<file path="config.mk">
export PLATFORM = sky130hd
export DESIGN_NAME = serpar_mult
export DESIGN_NICKNAME = d
export VERILOG_FILES = /design/src/rtl/serpar_pkg.sv /design/src/rtl/serpar_csa_cell.sv /design/src/rtl/serpar_neg_cell.sv /design/src/rtl/serpar_operand.sv /design/src/rtl/serpar_mult.sv
export SDC_FILE = /design/constraint.sdc
export NUM_CORES = 1
export LEC_CHECK = 0
export ABC_AREA = 0
export BUFFER_PORTS_ARGS = -buffer_cell sky130_fd_sc_hd__buf_2
export CAP_MARGIN = 25
export CORE_MARGIN = 2
export CORE_UTILIZATION = 49
export CTS_CLUSTER_DIAMETER = 200
export DETAILED_ROUTE_END_ITERATION = 6
export GPL_TIMING_DRIVEN = 0
export HOLD_SLACK_MARGIN = 0.15
export PLACE_DENSITY = 0.74
export SLEW_MARGIN = 20
export SYNTH_ARGS = -nofsm -noshare
export SYNTH_HDL_FRONTEND = slang
export SYNTH_SLANG_ARGS = --single-unit
</file>
<file path="constraint.sdc">
create_clock -name clk -period 1.19 [get_ports clk]
set_clock_uncertainty 0.15 [all_clocks]
set_input_delay 0.0595 -clock clk [delete_from_list [all_inputs] [get_ports clk]]
set_output_delay 0.0595 -clock clk [all_outputs]
set_load 0.1 [all_outputs]
</file>
<file path="src/rtl/serpar_pkg.sv">
package serpar_pkg;

    // Result of a one-bit full addition
    typedef struct packed {
        logic sum;
        logic carry;
    } fa_res_t;

    // Registered state of the negation cell
    typedef struct packed {
        logic seen_one;
        logic out_bit;
    } neg_state_t;

    function automatic fa_res_t full_add(input logic a, input logic b, input logic c);
        fa_res_t r;
        r.sum   = a ^ b ^ c;
        r.carry = (a & b) | (a & c) | (b & c);
        return r;
    endfunction

    // Serial negation step: copy up to and including the first one, invert after
    function automatic neg_state_t neg_step(input logic seen, input logic din);
        neg_state_t n;
        n.out_bit  = din ^ seen;
        n.seen_one = seen | din;
        return n;
    endfunction

endpackage

</file>
<file path="src/rtl/serpar_csa_cell.sv">
module serpar_csa_cell
    import serpar_pkg::*;
(
    input  logic clk,
    input  logic rst,
    input  logic clr,
    input  logic pp_bit,
    input  logic chain_in,
    output logic sum_q
);
    logic    carry_q;
    logic    chain_eff;
    logic    cin_eff;
    fa_res_t fa;

    // On the clear cycle the old accumulation and carry count as zero
    assign chain_eff = clr ? 1'b0 : chain_in;
    assign cin_eff   = clr ? 1'b0 : carry_q;
    assign fa        = full_add(pp_bit, chain_eff, cin_eff);

    always_ff @(posedge clk) begin
        if (rst) begin
            sum_q   <= 1'b0;
            carry_q <= 1'b0;
        end else begin
            sum_q   <= fa.sum;
            carry_q <= fa.carry;
        end
    end

    // a clear with no partial-product bit leaves sum and carry at zero
    p_clr_zero_r4: assert property (@(posedge clk) disable iff (rst)
        (clr && !pp_bit) |=> (!sum_q && !carry_q));

endmodule

</file>
<file path="src/rtl/serpar_neg_cell.sv">
module serpar_neg_cell
    import serpar_pkg::*;
(
    input  logic clk,
    input  logic rst,
    input  logic clr,
    input  logic din,
    output logic dout_q
);
    neg_state_t st_q;
    neg_state_t st_d;
    logic       seen_eff;

    assign seen_eff = clr ? 1'b0 : st_q.seen_one;
    assign st_d     = neg_step(seen_eff, din);
    assign dout_q   = st_q.out_bit;

    always_ff @(posedge clk) begin
        if (rst) st_q <= '0;
        else     st_q <= st_d;
    end

    // once a one has passed, inversion stays on until the next clear
    p_sticky_r3: assert property (@(posedge clk) disable iff (rst)
        (st_q.seen_one && !clr) |=> st_q.seen_one);

    // zeros ahead of the first one pass through unchanged
    p_zero_pass_r3: assert property (@(posedge clk) disable iff (rst)
        ((clr || !st_q.seen_one) && !din) |=> !dout_q);

    // a clear with a zero input leaves the detect flag low
    p_flag_clr_r4: assert property (@(posedge clk) disable iff (rst)
        (clr && !din) |=> !st_q.seen_one);

endmodule

</file>
<file path="src/rtl/serpar_operand.sv">
module serpar_operand #(
    parameter int               PAR_W    = 8,
    parameter bit               FIXED_EN = 1'b0,
    parameter logic [PAR_W-1:0] FIXED_X  = '0
) (
    input  logic             clk,
    input  logic             rst,
    input  logic             par_ld,
    input  logic [PAR_W-1:0] par_val,
    output logic [PAR_W-1:0] x_op
);
    logic [PAR_W-1:0] x_q;

    always_ff @(posedge clk) begin
        if (rst)         x_q <= '0;
        else if (par_ld) x_q <= par_val;
    end

    generate
        if (FIXED_EN) begin : g_fixed
            assign x_op = FIXED_X;
        end else begin : g_reg
            assign x_op = x_q;
        end
    endgenerate

    // without a load strobe the held operand does not move
    p_hold_r5: assert property (@(posedge clk) disable iff (rst)
        !par_ld |=> $stable(x_q));

endmodule

</file>
<file path="src/rtl/serpar_mult.sv">
module serpar_mult #(
    parameter int               PAR_W    = 8,
    parameter bit               FIXED_EN = 1'b0,
    parameter logic [PAR_W-1:0] FIXED_X  = '0
) (
    input  logic             clk,
    input  logic             rst,
    input  logic             word_clr,
    input  logic             ser_in,
    input  logic             par_ld,
    input  logic [PAR_W-1:0] par_val,
    output logic             prod_out
);
    localparam int TOP = PAR_W - 1;

    logic [PAR_W-1:0] x_op;
    logic [PAR_W-1:0] pp;
    logic [PAR_W-1:0] stage_q;

    serpar_operand #(
        .PAR_W    (PAR_W),
        .FIXED_EN (FIXED_EN),
        .FIXED_X  (FIXED_X)
    ) u_operand (
        .clk     (clk),
        .rst     (rst),
        .par_ld  (par_ld),
        .par_val (par_val),
        .x_op    (x_op)
    );

    // Partial-product row: current serial bit gated by each operand bit
    assign pp = {PAR_W{ser_in}} & x_op;

    // Sign position: negation of the serial stream gated by the sign bit
    serpar_neg_cell u_neg (
        .clk    (clk),
        .rst    (rst),
        .clr    (word_clr),
        .din    (pp[TOP]),
        .dout_q (stage_q[TOP])
    );

    // Shifting accumulator: each adder takes the registered sum from above
    generate
        for (genvar i = 0; i < TOP; i++) begin : g_csa
            serpar_csa_cell u_csa (
                .clk      (clk),
                .rst      (rst),
                .clr      (word_clr),
                .pp_bit   (pp[i]),
                .chain_in (stage_q[i+1]),
                .sum_q    (stage_q[i])
            );
        end
    endgenerate

    assign prod_out = stage_q[0];

    initial begin
        p_width_r1: assert (PAR_W >= 2);
    end

    // reset leaves the output low
    p_reset_zero_r7: assert property (@(posedge clk)
        rst |=> !prod_out);

    // a zero operand with a clear gives a zero first product bit
    p_zero_first_r8: assert property (@(posedge clk) disable iff (rst)
        (word_clr && (x_op == '0)) |=> !prod_out);

endmodule

</file>
==> results of run 1 <==
-- repair_timing --
action / 4_1_cts / 5_1_grt
hold endpoints to repair: 24 / 2
buffers inserted: 0 / 1
gates cloned: 0 / 0
endpoints found under the setup margin: 15 / 13
resized for setup: 10 / 5
-- state kept, by name, summed over array words and instances, names as in the netlist --
| signal | cells |
|---|---|
| u_operand.x_op | 8 |
| u_neg.dout_q | 1 |
| g_csa.u_csa.carry_q | 7 |
| g_csa.u_csa.sum_q | 7 |
| u_neg.st_q | 1 |
-- per-layer routing --
metal	global-route usage, %	wire [um]
met5	0	0
met4	11.1	55
met3	3.94	57
met2	26.4	747
met1	17.6	712
-- per-stage QoR --
step	setup TNS [ns]	cells	instance area, um^2
global placement	-2.80	130	1200
detailed placement	-2.87	130	1200
CTS	-0.890	143	1350
global route	-1.27	144	1370
floorplan	-0.313	91	1100
finish	-0.823	144	1370
-- cells in the final DEF, fill, tap and decap left out, drive strengths merged --
cell type	Yosys	final
and2	7	7
and2b	1	1
buf	4	17
clkbuf	0	3
dfxtp	24	24
dlygate4sd3	0	10
fa	7	7
ha	1	1
mux2i	8	8
nand2	1	1
nand2b	1	1
nor2	9	9
nor2b	28	28
-- final timing paths --
path,endpoint,slack [ns]
worst max-delay path,g_csa[5].u_csa.sum_q,-0.12
worst max register to register,g_csa[5].u_csa.sum_q,-0.12
worst min-delay path,u_neg.st_q[1],0.04
worst min register to register,u_operand.x_op[2],0.35
-- power by group --
group	leakage (nW)	internal (mW)	switching, mW
logic	0.366	0.0951	0.0803
registers	0.197	0.832	0.0106
clock network	0.0138	0.119	0.230
total	0.577	1.05	0.321
-- critical path: cells and delay by family, from the launching register on --
| kind | cells | cell delay (ns) |
|---|---|---|
| simple gates | 2 | 0.27 |
| flops | 1 | 0.34 |
| fa+ha+maj | 1 | 0.50 |
-- area by class of cell --
cell class	count	area share, %
plain buffers	4	2.75
clock buffers	3	1.65
multi-input cells	63	45.1
flip-flops and latches	24	35.6
well taps	27	2.47
repair buffers	23	12.5
-- cell families (layout without fill, tap and decap cells) --
kind of cell | Yosys count | count (layout) | synth area share [%]
multiplexers | 8 | 8 | 7.84
buffers and inverters | 4 | 30 | 3.68
adder cells (fa/ha/maj) | 8 | 8 | 15.0
AND/OR/NAND/NOR | 47 | 47 | 26.5
flip-flops | 24 | 24 | 47.1
==> reports/qor.txt, run 1 <==
Overall Power: 1.37 mW
worst stage delay on the critical path: 0.50 ns
DRT Pass-1 Iters: 3
pre-CTS setup slack: -0.262 ns
violated checks: negative setup slack
Inserted Clock Buffers: 3
final setup margin: -0.121 ns
min Tclk post-route: 1.31 ns
Initial Utilization: 52.0%
Rel. slew slack: 81.7%
Rows: 16
vias in the first global route: 673
synth warn: 0
Synth async-reset ratio: 0%
Pins Over Slew Limit: 0
Avg Inst Size Synth: 11.2 um^2
crit path kind: reg2reg
routed vias/inst: 4.62
Crit. End Element: flop
clk sinks: 24
Hold Path Depth: 4
Netlist cell types: 12
Clock Path Buffers: 2
fmax: 763 MHz
Max-cap violations: 0
Synth top area share: 47.1%
final core occ: 69.6%
Syn Std Cell Area: 1020 um^2
Main synth FF type: dfxtp_1
DRC: 0
Final period util: 110%
top area cells in the synthesized netlist: dfxtp_1 47%, nor2b_1 17%, fa_1 14%, mux2i_1 7.8%, and2_1 4.3%
syn nets: 112
most common cell in the netlist: nor2b_1
area leader, netlist: dfxtp_1
Least-Margin Pin Slew: 0.277 ns
startpoint types: flop
RSZ-0062 raised after global routing: yes
static leakage: 0.577 nW
Final ANT Viol Nets: 0
Multi-input gate area: 616 um^2
worst-skew pair later-pin latency: 0.31 ns
gpl congestion: 0.712
largest net degree at the start of global routing: 13
Post-CTS Hold Buffers: 10
CTS tree: done
die extent in x: 49.6 um
share of cells above drive strength 1: 41.0%
Fill cells: 171
CP startpoint: u_operand.x_op[5]
Die Span Y: 49.6 um
Fin. Hold Viols: 0
area of the core: 1960 um^2
die area: 2460 um^2
PD cells: 1000 nW/um^2
sequential area share after synthesis: 47.1%
vias: 665
Post-DP HPWL: 1.07 mm
final hold slack: 0.0391 ns
Worst EP arrival: 1.42 ns
Worst path slowest cell: fa_2
Buffers on Ports: 12
final WL: 1.57 mm
Post-synth EDFFs: 0
Crit Path Max Fanout: 2
WL/cell: 10.9 um
HP Start: ser_in
Final Setup Violations: 10
Data required, critical path: 1.30 ns
GRT Util Overall: 15.9%
DRT iter0 DRCs: 2
Synth Instances: 91
storage element area: 487 um^2
clock slew seen by the registers of the worst setup and hold paths: 0.12 ns
antenna violations before repair: 0
hold crit path type: in2reg
Nets: 140
worst r2r src: u_operand.x_op[5]
H-tree levels: 1
I/O pins: 14
CP cell instances: and2_4 > fa_2 > nor2b_1
Synth-to-Final Area Change: 33.8%
ant diodes: 0
outcome: complete, but fails checks
#FFs+latches synth: 24
first-pass GRT wire length: 2.81 mm
worst r2r path cells: 3
Clock Tree Root: clkbuf_4
grt total ovfl: 0
top cells by count, synth: 28 x nor2b_1, 24 x dfxtp_1, 9 x nor2_1, 8 x mux2i_1
VDD IR max: 0.734 mV
Note: power is estimated with default switching activity, not from simulation.
==> run 2: changes to the inputs <==
Settings changed: ABC_AREA 0 to 1, CORE_UTILIZATION 49 to 50, PLACE_DENSITY 0.74 to 0.75.
==> reports/qor.txt, run 2 <==
Clock Path Buffers: 2 (unchanged)
PD cells: 1120 nW/um^2 (+12%)
static leakage: 0.740 nW (+28%)
switching pwr: 380 uW (+19%)
first-pass GRT wire length: 3.55 mm (+26%)
vias in the first global route: 924 (+37%)
Crit Path Max Fanout: 1 (-1)
#FFs+latches synth: 24 (unchanged)
pre-CTS setup slack: -0.277 ns (-0.0153 ns)
Synth Instances: 155 (+70%)
highest routed layer: met4
final hold slack: -0.178 ns (-0.217 ns)
worst-skew pair later-pin latency: 0.31 ns (about the same)
syn nets: 176 (+57%)
Fin. Hold Viols: 16 (+16)
H-tree levels: 1 (unchanged)
Clk network pwr share: 35.0% (+9.5 points)
WL/cell: 9.12 um (-16%)
clock slew seen by the registers of the worst setup and hold paths: 0.14 ns (+0.02 ns)
Rel. slew slack: 79.2% (-2.5 points)
Avg Inst Size Synth: 7.63 um^2 (-32%)
Main synth FF type: dfxtp_1
Pint: 1.29 mW (+23%)
Syn Std Cell Area: 1180 um^2 (+16%)
Max-cap violations: 0 (unchanged)
metal2 WL: 1.03 mm (+38%)
Switching Fraction: 22.8% (-0.64 points)
I/O pins: 14 (unchanged)
sequential area share after synthesis: 40.6% (-6.4 points)
worst r2r src: g_csa[3].u_csa.carry_q
cell total after placement: 193 (+48%)
crit path kind: reg2reg
Post-DP HPWL: 1.31 mm (+22%)
final WL: 1.92 mm (+22%)
Met1 Wirelength: 832 um (+17%)
commonest non-fill, non-tap cell in the layout: inv_1
Final ANT Viol Nets: 0 (unchanged)
worst r2r path cells: 5 (+2)
Worst EP arrival: 1.40 ns (-0.02 ns)
DRC: 0 (unchanged)
synth warn: 0 (unchanged)
GRT Util Overall: 17.6% (+1.8 points)
DP Area: 1280 um^2 (+6.9%)
CTS tree: done
Synth-to-Final Area Change: 26.2%
DRT iter0 DRCs: 8 (+6)
min Tclk post-route: 1.31 ns (-0.00613 ns)
Final period util: 110% (-0.52 points)
area of the core: 2230 um^2 (+14%)
Post-synth EDFFs: 0 (unchanged)
Synth top area share: 40.6% (-6.4 points)
Clock Tree Root: clkbuf_4
Pins Over Slew Limit: 0 (unchanged)
outcome: complete, but fails checks
routed vias/inst: 4.10 (-11%)
Buffers on Ports: 10 (-2)
grt total ovfl: 0 (unchanged)
HP Start: rst
R2R Path End: g_csa[3].u_csa.sum_q
die extent in x: 52.6 um (+6.0%)
startpoint types: flop
hold crit path type: in2reg
sequential power share: 51.2% (-10 points)
share of cells above drive strength 1: 33.9% (-7.1 points)
clk sinks: 24 (unchanged)
top cells by count, synth: 43 x inv_1, 37 x nor2_1, 24 x dfxtp_1, 21 x nand2_1, 9 x nor2_2
Rows: 17 (+1)
Data required, critical path: 1.29 ns (about the same)
DRT Pass-1 Iters: 4 (+1)
gpl congestion: 0.698 (-1.9%)
top area cells in the synthesized netlist: dfxtp_1 41%, inv_1 14%, fa_1 12%, nor2_1 12%, nand2_1 6.7%
Non-Filler Instances: 211 (+47%)
Inserted Clock Buffers: 3 (unchanged)
die area: 2770 um^2 (+12%)
Post-CTS Hold Buffers: 10 (unchanged)
hold worst-path end: g_csa[3].u_csa.carry_q
final setup margin: -0.115 ns (+0.00613 ns)
Initial Utilization: 52.9% (+0.90 points)
Combinational Power Share: 13.8% (+1.0 points)
Finished Cell Area: 1490 um^2 (+9.2%)
VDD IR max: 0.896 mV (+22%)
most frequent cells in the layout: 38 x inv_1, 30 x nor2_1, 18 x nand2_1, 18 x dfxtp_1, 15 x nor2_2
setup slack, reg-to-reg: -0.12 ns (about the same)
violated checks: negative hold slack, negative setup slack
met3 wire length: 44 um (-23%)
area leader, netlist: dfxtp_1
Final Setup Violations: 7 (-3)
antenna violations before repair: 0 (unchanged)
Hold Path Depth: 2 (-2)
Overall Power: 1.67 mW (+22%)
Synth async-reset ratio: 0% (unchanged)
ant diodes: 0 (unchanged)
Least-Margin Pin Slew: 0.311 ns (+0.0342 ns)
Die Span Y: 52.6 um (+6.0%)
RSZ-0062 raised after global routing: yes
number of flip-flops under the largest register name: 8 (unchanged)
fmax: 766 MHz (+0.47%)
Crit. End Element: flop
largest net degree at the start of global routing: 15 (+2)
most common cell in the netlist: inv_1
Nets: 205 (+46%)
Netlist cell types: 15 (+3)
vias: 865 (+30%)
[run 2: cell types whose count changed after synthesis, moves of 7 or more]
| cell | before | now |
|---|---|---|
| and2_1 | 7 | 0 |
| inv_1 | 0 | 43 |
| mux2i_1 | 8 | 0 |
| nand2_1 | 1 | 21 |
| nor2_1 | 9 | 37 |
| nor2_2 | 0 | 9 |
| nor2b_1 | 28 | 0 |
[run 2: worst max-delay path by stage]
stage | from | end | slack [ns] | cells after the start
final | g_csa[3].u_csa.carry_q | g_csa[3].u_csa.sum_q | -0.12 | 5
after global placement | word_clr | g_csa[4].u_csa.sum_q | -0.23 | 6
after detailed placement | word_clr | g_csa[0].u_csa.sum_q | -0.28 | 6
after global routing | g_csa[4].u_csa.sum_q | g_csa[3].u_csa.sum_q | -0.17 | 5
after CTS | g_csa[3].u_csa.carry_q | g_csa[3].u_csa.sum_q | -0.11 | 5
after floorplan | g_csa[1].u_csa.sum_q | g_csa[0].u_csa.sum_q | -0.005 | 5
[run 2: power groups by stage]
stage | clock network [mW] | logic (mW) | registers, mW
detailed placement | 0 | 0.184 | 0.870
finish | 0.584 | 0.229 | 0.853
global route | 0.623 | 0.261 | 0.857
global placement | 0 | 0.177 | 0.869
floorplan | 0 | 0.131 | 0.878
CTS | 0.593 | 0.220 | 0.852
[run 2: kinds of logic after synthesis]
group / Yosys count / share of synthesized area, %
fa+ha+maj: 8 / 12.9
buf+inv: 52 / 20.3
flops: 24 / 40.6
simple gates: 71 / 26.1
[run 2: routing by layer]
metal  global-route usage [%]  up-vias
met5                        0        -
met4                     6.84        0
met3                     3.71        2
met2                     34.6       11
met1                     17.7      380
li1                         -      472
[run 2: per-stage QoR]
stage	setup TNS (ns)	hold WS, ns	utilization [%]
final	-0.627	-0.178	66.8
after global routing	-1.32	-0.183	66.8
after CTS	-0.597	-0.171	65.3
after detailed placement	-2.84	0.169	57.3
after global placement	-2.51	0.163	57.3
after floorplan	-0.00951	0.0969	-
[run 2: area by class of cell]
type,instances,area (um^2)
multi-input combinational,79,494
sequential,24,488
buffer,6,60.1
clock inverter,1,30.0
fill,200,741
inverter,46,180
timing repair buffer,24,183
clock buffer,3,22.5
tap,28,35.0
[run 2: critical path, cell delays in order, from the launching register on]
cell and delay [ns]:
dfxtp_2 0.35, inv_2 0.06, nor2_4 0.04, fa_1 0.54
inv_1 0.04, nor2_1 0.07
[run 2: repair_timing]
action / 4_1_cts / 5_1_grt
resized for setup: 8 / 11
setup endpoints to repair: 8 / 14
buffers inserted: 2 / 2
endpoints found under the hold margin: 24 / 16
pin swaps: 3 / 4
==> run 3: changes to the inputs <==
Settings changed: BUFFER_PORTS_ARGS -buffer_cell sky130_fd_sc_hd__buf_2 to default, CORE_UTILIZATION 50 to 54, DONT_BUFFER_PORTS from default to 1, PLACE_DENSITY 0.75 to 0.74.
==> reports/qor.txt, run 3 (synthesis gave the netlist of run 2 again) <==
number of flip-flops under the largest register name: 8 (unchanged)
Worst EP arrival: 1.40 ns (about the same)
violated checks: negative setup slack
final setup margin: -0.108 ns (+0.00722 ns)
crit path kind: reg2reg
final WL: 1.85 mm (-4.1%)
vias: 841 (-2.8%)
Least-Margin Pin Slew: 0.285 ns (-0.0258 ns)
sequential power share: 58.7% (+7.5 points)
cell total after placement: 182 (-5.7%)
most frequent cells in the layout: 39 x inv_1, 31 x nor2_1, 19 x nand2_1
Post-DP HPWL: 1.32 mm (+0.97%)
DRT Pass-1 Iters: 2 (-2)
Final ANT Viol Nets: 0 (unchanged)
switching pwr: 352 uW (-7.4%)
Max-cap violations: 0 (unchanged)
VDD IR max: 0.628 mV (-30%)
DP Area: 1230 um^2 (-4.0%)
Rel. slew slack: 81.1% (+1.9 points)
Pins Over Slew Limit: 0 (unchanged)
commonest non-fill, non-tap cell in the layout: inv_1
largest net degree at the start of global routing: 14 (-1)
Non-Filler Instances: 200 (-5.2%)
die extent in x: 50.8 um (-3.5%)
Crit Path Max Fanout: 1 (unchanged)
Rows: 16 (-1)
Overall Power: 1.47 mW (-12%)
min Tclk post-route: 1.30 ns (-0.00722 ns)
WL/cell: 9.23 um (+1.2%)
Crit. End Element: flop
Clk network pwr share: 27.9% (-7.1 points)
ant diodes: 0 (unchanged)
worst r2r path cells: 5 (unchanged)
startpoint types: flop
worst-skew pair later-pin latency: 0.30 ns (about the same)
Die Span Y: 50.8 um (-3.5%)
pre-CTS setup slack: -0.0868 ns (+0.190 ns)
hold crit path type: in2reg
Clock Path Buffers: 2 (unchanged)
static leakage: 0.689 nW (-6.8%)
routed vias/inst: 4.21 (+2.6%)
fmax: 770 MHz (+0.56%)
share of cells above drive strength 1: 29.5% (-4.4 points)
I/O pins: 14 (unchanged)
antenna violations before repair: 0 (unchanged)
setup_tns: -0.659 ns (-0.0322 ns)
Data required, critical path: 1.29 ns (about the same)
gpl congestion: 0.700 (+0.21%)
GRT Util Overall: 17.0% (-0.68 points)
clk sinks: 24 (unchanged)
Pint: 1.12 mW (-13%)
RSZ-0062 raised after global routing: yes
vias in the first global route: 803 (-13%)
Buffers on Ports: 0 (-10)
Finished Cell Area: 1430 um^2 (-4.4%)
PD cells: 1030 nW/um^2 (-7.7%)
Hold Path Depth: 4 (+2)
Initial Utilization: 58.5% (+5.5 points)
grt total ovfl: 0 (unchanged)
setup slack, reg-to-reg: -0.11 ns (about the same)
CTS tree: done
Synth-to-Final Area Change: 20.7%
Clock Tree Root: clkbuf_4
clock slew seen by the registers of the worst setup and hold paths: 0.13 ns (about the same)
Final Setup Violations: 7 (unchanged)
first-pass GRT wire length: 3.22 mm (-9.3%)
DRC: 0 (unchanged)
Post-CTS Hold Buffers: 12 (+2)
Switching Fraction: 23.9% (+1.1 points)
die area: 2580 um^2 (-6.9%)
Combinational Power Share: 13.4% (-0.4 points)
H-tree levels: 1 (unchanged)
Nets: 195 (-4.9%)
Inserted Clock Buffers: 3 (unchanged)
area of the core: 2020 um^2 (-9.5%)
DRT iter0 DRCs: 8 (unchanged)
Final period util: 109% (-0.61 points)
Fin. Hold Viols: 0 (-16)
outcome: complete, but fails checks
==> run 3: cell types whose count changed in the layout (fill, tap and decap cells not counted), moves of 2 or more <==
cell           change
dlygate4sd3_1      +2
fa_2               +2
dfxtp_1            -2
buf_4              -3
fa_1               -2
buf_2              -9
==> run 3: metal layers <==
metal / wire [um] / track usage [%] / vias up
met5: 0 / 0 / -
met4: 20 / 6.76 / 0
met3: 42 / 3.27 / 2
met2: 1020 / 32.0 / 12
met1: 767 / 18.3 / 378
li1: - / - / 449
==> run 3: metrics by stage <==
stage	hold slack [ns]	utilization, %
detailed placement	0.104	60.8
global route	0.0411	70.6
finish	0.0223	70.6
floorplan	0.0969	-
global placement	0.100	60.8
CTS	0.0209	69.3
==> run 3: final cells by class <==
cell class	count	area (um^2)
Clock buffer	4	36.3
Fill cell	168	594
Inverter	46	180
Tap cell	27	33.8
Sequential cell	24	493
Multi-Input combinational cell	79	489
Buffer	6	60.1
Timing Repair Buffer	14	135
==> run 3: worst max-delay path: stages, from the launching register on <==
cell and delay [ns]:
dfxtp_1 0.32, inv_1 0.05, nor2_2 0.04, fa_1 0.55, inv_1 0.04, nor2_1 0.09
==> run 3: repair_timing <==
item / CTS / global route
setup endpoints to repair: 8 / 14
buffers inserted: 1 / 1
pin swaps: 2 / 2
resized for setup: 6 / 13
hold endpoints to repair: 24 / 8
==> run 3: worst paths after layout <==
kind / start / to
worst min register to register: u_operand.x_op[1] / u_operand.x_op[1]
worst max-delay path: g_csa[4].u_csa.carry_q / g_csa[4].u_csa.sum_q
worst max register to register: g_csa[4].u_csa.carry_q / g_csa[4].u_csa.sum_q
worst min-delay path: word_clr / g_csa[5].u_csa.carry_q
==> run 3: power groups by stage <==
| stage | registers, mW | clock network (mW) | logic, mW |
|---|---|---|---|
| final | 0.864 | 0.410 | 0.197 |
| after global routing | 0.867 | 0.458 | 0.223 |
| after CTS | 0.863 | 0.426 | 0.191 |
| after detailed placement | 0.881 | 0 | 0.154 |
| after global placement | 0.880 | 0 | 0.146 |
| after floorplan | 0.878 | 0 | 0.131 |
